$ cat src/rtl/cfg_hdr_pkg.sv
package cfg_hdr_pkg;

    localparam int unsigned IDX_W = 6;
    localparam int unsigned DW    = 32;

    localparam logic [IDX_W-1:0] IDX_IDENT  = 6'd0;
    localparam logic [IDX_W-1:0] IDX_CMDSTS = 6'd1;
    localparam logic [IDX_W-1:0] IDX_CLASS  = 6'd2;
    localparam logic [IDX_W-1:0] IDX_HDR    = 6'd3;
    localparam logic [IDX_W-1:0] IDX_WIN    = 6'd4;

    typedef struct packed {
        logic          valid;
        logic [DW-1:0] rdata;
    } cfg_rsp_t;

endpackage

$ cat src/rtl/cfg_field_reg.sv
module cfg_field_reg #(
    parameter int unsigned W      = 16,
    parameter logic [W-1:0] WMASK  = '1,
    parameter logic [W-1:0] RSTVAL = '0
) (
    input  logic           clk,
    input  logic           rst_n,
    input  logic           wr_en,
    input  logic [W/8-1:0] be,
    input  logic [W-1:0]   wdata,
    output logic [W-1:0]   q
);
    localparam int unsigned NB = W / 8;

    logic [W-1:0] lane_mask;
    logic [W-1:0] upd_mask;
    logic [W-1:0] q_d, q_q;

    generate
        for (genvar b = 0; b < NB; b++) begin : g_lane
            assign lane_mask[8*b +: 8] = {8{be[b]}};
        end
    endgenerate

    assign upd_mask = lane_mask & WMASK;

    always_comb begin
        q_d = q_q;
        if (wr_en) begin
            q_d = (q_q & ~upd_mask) | (wdata & upd_mask);
        end
    end

    always_ff @(posedge clk) begin
        if (!rst_n) q_q <= RSTVAL;
        else        q_q <= q_d;
    end

    assign q = q_q;

    // Without an enabled lane the stored value must not move
    assert_hold_when_idle_R7: assert property (@(posedge clk) disable iff (!rst_n)
        (!wr_en || (be == '0)) |=> $stable(q_q));

    // Bits outside the writable mask never leave their reset value
    assert_ro_bits_fixed_R7: assert property (@(posedge clk) disable iff (!rst_n)
        wr_en |=> ((q_q & ~WMASK) == (RSTVAL & ~WMASK)));

endmodule

$ cat src/rtl/cfg_read_mux.sv
module cfg_read_mux
    import cfg_hdr_pkg::*;
#(
    parameter logic [15:0] VENDOR_ID  = 16'h1D0F,
    parameter logic [15:0] DEVICE_ID  = 16'hA5C3,
    parameter logic [7:0]  REVISION   = 8'h02,
    parameter logic [7:0]  SUBCLASS   = 8'h80,
    parameter logic [7:0]  CLASS_CODE = 8'h05,
    parameter logic [15:0] STATUS_VAL = 16'h0200,
    parameter logic        MULTI_FUNC = 1'b0
) (
    input  logic [IDX_W-1:0] index,
    input  logic [15:0]      cmd,
    input  logic [DW-1:0]    win,
    output logic [DW-1:0]    rdata
);
    always_comb begin
        rdata = '0;
        unique case (index)
            IDX_IDENT:  rdata = {DEVICE_ID, VENDOR_ID};
            IDX_CMDSTS: rdata = {STATUS_VAL, cmd};
            IDX_CLASS:  rdata = {CLASS_CODE, SUBCLASS, 8'h00, REVISION};
            IDX_HDR:    rdata = {8'h00, MULTI_FUNC, 7'h00, 16'h0000};
            IDX_WIN:    rdata = win;
            default:    rdata = '0;
        endcase
    end
endmodule

$ cat src/rtl/cfg_hdr_target.sv
module cfg_hdr_target
    import cfg_hdr_pkg::*;
#(
    parameter logic [15:0] VENDOR_ID     = 16'h1D0F,
    parameter logic [15:0] DEVICE_ID     = 16'hA5C3,
    parameter logic [7:0]  REVISION      = 8'h02,
    parameter logic [7:0]  SUBCLASS      = 8'h80,
    parameter logic [7:0]  CLASS_CODE    = 8'h05,
    parameter logic [15:0] STATUS_VAL    = 16'h0200,
    parameter logic        MULTI_FUNC    = 1'b0,
    parameter int unsigned BAR_SIZE_LOG2 = 24
) (
    input  logic        clk,
    input  logic        rst_n,
    input  logic        req_valid,
    input  logic        req_sel,
    input  logic        req_write,
    input  logic [5:0]  req_index,
    input  logic [3:0]  req_be,
    input  logic [31:0] req_wdata,
    output logic        rsp_valid,
    output logic [31:0] rsp_rdata
);
    localparam logic [15:0]   CMD_WMASK = 16'h0007;
    localparam logic [DW-1:0] WIN_WMASK = {DW{1'b1}} << BAR_SIZE_LOG2;

    logic          accept;
    logic          wr_cmd, wr_win;
    logic [15:0]   cmd_q;
    logic [DW-1:0] win_q;
    logic [DW-1:0] mux_data;
    cfg_rsp_t      rsp_d, rsp_q;

    assign accept = req_valid && req_sel;
    assign wr_cmd = accept && req_write && (req_index == IDX_CMDSTS);
    assign wr_win = accept && req_write && (req_index == IDX_WIN);

    cfg_field_reg #(.W(16), .WMASK(CMD_WMASK), .RSTVAL(16'h0000)) u_cmd (
        .clk   (clk),
        .rst_n (rst_n),
        .wr_en (wr_cmd),
        .be    (req_be[1:0]),
        .wdata (req_wdata[15:0]),
        .q     (cmd_q)
    );

    cfg_field_reg #(.W(DW), .WMASK(WIN_WMASK), .RSTVAL('0)) u_win (
        .clk   (clk),
        .rst_n (rst_n),
        .wr_en (wr_win),
        .be    (req_be),
        .wdata (req_wdata),
        .q     (win_q)
    );

    cfg_read_mux #(
        .VENDOR_ID  (VENDOR_ID),
        .DEVICE_ID  (DEVICE_ID),
        .REVISION   (REVISION),
        .SUBCLASS   (SUBCLASS),
        .CLASS_CODE (CLASS_CODE),
        .STATUS_VAL (STATUS_VAL),
        .MULTI_FUNC (MULTI_FUNC)
    ) u_mux (
        .index (req_index),
        .cmd   (cmd_q),
        .win   (win_q),
        .rdata (mux_data)
    );

    always_comb begin
        rsp_d = '0;
        if (accept) begin
            rsp_d.valid = 1'b1;
            rsp_d.rdata = req_write ? '0 : mux_data;
        end
    end

    always_ff @(posedge clk) begin
        if (!rst_n) rsp_q <= '0;
        else        rsp_q <= rsp_d;
    end

    assign rsp_valid = rsp_q.valid;
    assign rsp_rdata = rsp_q.rdata;

    assert_rsp_needs_select_R1: assert property (@(posedge clk) disable iff (!rst_n)
        rsp_valid |-> $past(req_valid && req_sel));

    assert_unsel_no_change_R1: assert property (@(posedge clk) disable iff (!rst_n)
        (req_valid && !req_sel) |=> ($stable(win_q) && $stable(cmd_q) && !rsp_valid));

    assert_cmd_high_zero_R3: assert property (@(posedge clk) disable iff (!rst_n)
        rsp_valid && $past(req_index == IDX_CMDSTS && !req_write)
        |-> (rsp_rdata[15:3] == '0 && rsp_rdata[31:16] == STATUS_VAL));

    assert_win_low_zero_R6: assert property (@(posedge clk) disable iff (!rst_n)
        rsp_valid && $past(req_index == IDX_WIN && !req_write)
        |-> ((rsp_rdata & ~WIN_WMASK) == '0));

    assert_unused_reads_zero_R8: assert property (@(posedge clk) disable iff (!rst_n)
        rsp_valid && $past(req_index > IDX_WIN && !req_write) |-> (rsp_rdata == '0));

    assert_write_rsp_zero_R9: assert property (@(posedge clk) disable iff (!rst_n)
        rsp_valid && $past(req_write) |-> (rsp_rdata == '0));

endmodule

$ cat config.mk
export PLATFORM = sky130hd
export DESIGN_NAME = cfg_hdr_target
export DESIGN_NICKNAME = d
export VERILOG_FILES = /design/src/rtl/cfg_hdr_pkg.sv /design/src/rtl/cfg_field_reg.sv /design/src/rtl/cfg_read_mux.sv /design/src/rtl/cfg_hdr_target.sv
export SDC_FILE = /design/constraint.sdc
export NUM_CORES = 1
export LEC_CHECK = 0
export BUFFER_PORTS_ARGS = -buffer_cell sky130_fd_sc_hd__buf_2
export CORE_MARGIN = 8
export CORE_UTILIZATION = 35
export CTS_CLUSTER_SIZE = 10
export DETAILED_ROUTE_END_ITERATION = 6
export GPL_ROUTABILITY_DRIVEN = 0
export HOLD_SLACK_MARGIN = 0.06
export MAX_ROUTING_LAYER = met4
export SETUP_SLACK_MARGIN = 0.02
export SLEW_MARGIN = 15
export SYNTH_ARGS = -nofsm -noshare
export SYNTH_HDL_FRONTEND = slang
export SYNTH_HIERARCHICAL = 1
export SYNTH_SLANG_ARGS = --single-unit
export TNS_END_PERCENT = 10
$ cat constraint.sdc
create_clock -name clk -period 2.75 [get_ports clk]
set_input_delay 0.4125 -clock clk [delete_from_list [all_inputs] [get_ports clk]]
set_output_delay 0.4125 -clock clk [all_outputs]
set_load 0.005 [all_outputs]
==> flow_metrics.env <==
export IMPL_syn_avg_cell_area_um2=8.94
export IMPL_end_kind="register"
export IMPL_yosys_top_cells_count="dfxtp_1, buf_4, and2_1"
export IMPL_gr_total_overflow=0
export IMPL_status="finished clean"
export IMPL_ys_types=32
export IMPL_max_slew_margin=0.592
export IMPL_via_per_inst=4.23
export IMPL_synthToLayoutAreaGrowth_pct=9.54
export IMPL_synth_seq_cells=44
export IMPL_grt_pass1_vias=1483
export IMPL_clock_latency_ps=300
export IMPL_fmax_mhz=659
export IMPL_rr_worst_depth=3
export IMPL_ctsResizeCount=0
export IMPL_die_w_um=96.1
export IMPL_hold_viol=0
export IMPL_post_dp_hpwl_um=3210
export IMPL_cp_num_buf_inv=1
export IMPL_cts_num_sinks=44
export IMPL_ys_async_sr_fraction=0
export IMPL_die_height_um=96.1
export IMPL_synth_area_um2=2240
export IMPL_cap_violations=0
export IMPL_dr_total_vias=1592
export IMPL_cpMaxStageDelayCell="or4_1"
export IMPL_wl_um=4450
export IMPL_drtPass1Iterations=4
export IMPL_grt_pass1_wl_um=6950
export IMPL_ant_nets=0
export IMPL_fin_nets=346
export IMPL_h_tree_depth=2
export IMPL_worstPathArrival_ps=1750
export IMPL_syn_inst=251
export IMPL_clockBufferDepth=2
export IMPL_worst_pin_slew_ps=611
export IMPL_cts_root_buffer="clkbuf_8"
export IMPL_p_per_area_nw_per_um2=454
export IMPL_initial_core_util=0.357
export IMPL_port_buffers=56
export IMPL_antenna_found_initial=0
export IMPL_rows=29
export IMPL_wl_per_cell_um=11.8
export IMPL_ir_drop_uv=176
export IMPL_synth_xor_area_frac=0
export IMPL_finalSetupTns_ps=0
export IMPL_synth_top_cell_area_share=0.393
export IMPL_core_um2=6280
export IMPL_synth_compound_area_frac=0.141
export IMPL_synth_top_family_by_area="simple AND/OR/NAND/NOR gates"
export IMPL_synth_top_area_cell="dfxtp_1"
export IMPL_synth_area_leaders="dfxtp_1, buf_4, and2_1"
export IMPL_setup_viol=0
export IMPL_yosysMostFrequentCell="dfxtp_1"
export IMPL_hold_depth=3
export IMPL_slew_viol_final=0
export IMPL_ys_seq_area_frac=0.393
export IMPL_ys_warn_count=6
export IMPL_ioPinCount=80
export IMPL_post_cts_buffers=0
export IMPL_worstReg2RegEnd="rsp_rdata[1]"
export IMPL_hold_class="in2reg"
export IMPL_hold_start="req_wdata[26]"
export IMPL_clk_pin_slew_ps=80
export IMPL_startpoint_type="primary input"
export IMPL_min_period_ps=1520
export IMPL_clock_skew_ps=3.29
export IMPL_cts_made_buffers=5
export IMPL_fin_crit_sh=0.552
export IMPL_die_area_um2=9230
export IMPL_gr_usage_all_layers=0.0995
export IMPL_drc_errors=0
export IMPL_cp_required_ps=2990
export IMPL_diodes=0
export IMPL_reg2reg_setup_slack_ps=1990
export IMPL_path_cells="buf_2 > or4_1 > a21oi_1 > and2_1"
export IMPL_synthSimpleGateAreaFrac=0.263
export IMPL_holdWs_ps=353
export IMPL_synth_edff_count=0
export IMPL_grt_max_degree=33
export IMPL_rsz0062_at_grt="false"
export IMPL_path_max_fanout=16
export IMPL_yosys_area_share_adder=0
export IMPL_cpPeakStageDelay_ps=840
export IMPL_drt_iter0_drc=33
export IMPL_path_delay_family="simple AND/OR/NAND/NOR gates"
export IMPL_synth_mux_area_frac=0
export IMPL_total_leakage_power_nw=1.14
export IMPL_ctsHoldBuffers=0
export IMPL_cts_tree="done"
export IMPL_critical_path_class="in2reg"
export IMPL_drive_above_1_share=0.308
export IMPL_ys_flop_type="dfxtp_1"
-- per-stage QoR --
stage          power [W]  cell area, µm²  utilization  cells  setup WS (ps)
6_report         0.00112            2460        0.391    376           1230
5_1_grt          0.00117            2460        0.391    376           1110
4_1_cts          0.00113            2460        0.391    376           1230
3_5_place_dp    0.000741            2380        0.379    369            920
3_3_place_gp    0.000740            2380        0.379    369            936
2_1_floorplan   0.000750            2370            -    286           1180
-- cells in the final DEF, fill, tap and decap left out, types with 11 or more instances in the layout --
cell,n
a21oi_1,15
and2_1,32
buf_2,56
conb_1,37
dfxtp_1,44
inv_1,14
nand2_1,11
nand2b_1,11
nand4_1,11
o21ai_2,11
-- metal layers --
metal,vias up,global-route usage,routed length [µm]
met4,0,0.0461,58
met1,698,0.108,1830
met5,-,-,0
met3,6,0.0257,283
met2,39,0.166,2280
li1,849,-,-
-- power breakdown --
group / internal (W) / switching (W)
registers: 0.000638 / 0.000000265
logic: 0.0000359 / 0.0000530
clock network: 0.000172 / 0.000218
-- layout make-up --
class / count / area, µm²
Clock inverter: 2 / 12.5
Clock buffer: 5 / 68.8
Multi-Input combinational cell: 175 / 1040
Fill cell: 651 / 3820
Inverter: 14 / 52.6
Sequential cell: 44 / 881
Timing Repair Buffer: 59 / 303
Tap cell: 77 / 96.3
-- how the worst max path moves through the flow --
stage,from,end,cells after the start
final,req_index[1],rsp_rdata[3],4
after detailed placement,req_index[1],rsp_rdata[3],4
after floorplan,req_index[1],register,6
after global routing,req_index[2],register,6
after global placement,req_index[1],rsp_rdata[3],4
after CTS,req_index[1],rsp_rdata[3],4
-- tightest hold or removal path: stages --
cell     delay, ps
buf_2           70
nand4_1         80
o21ai_2         60
-- logic make-up (layout without fill, tap and decap cells) --
group,count (synthesis),after routing
flip-flops,44,44
AO/OA/AOI/OAI,44,44
AND/OR/NAND/NOR,94,94
buffers and inverters,67,80
other,2,37
Power figures use the tool's default switching activity.
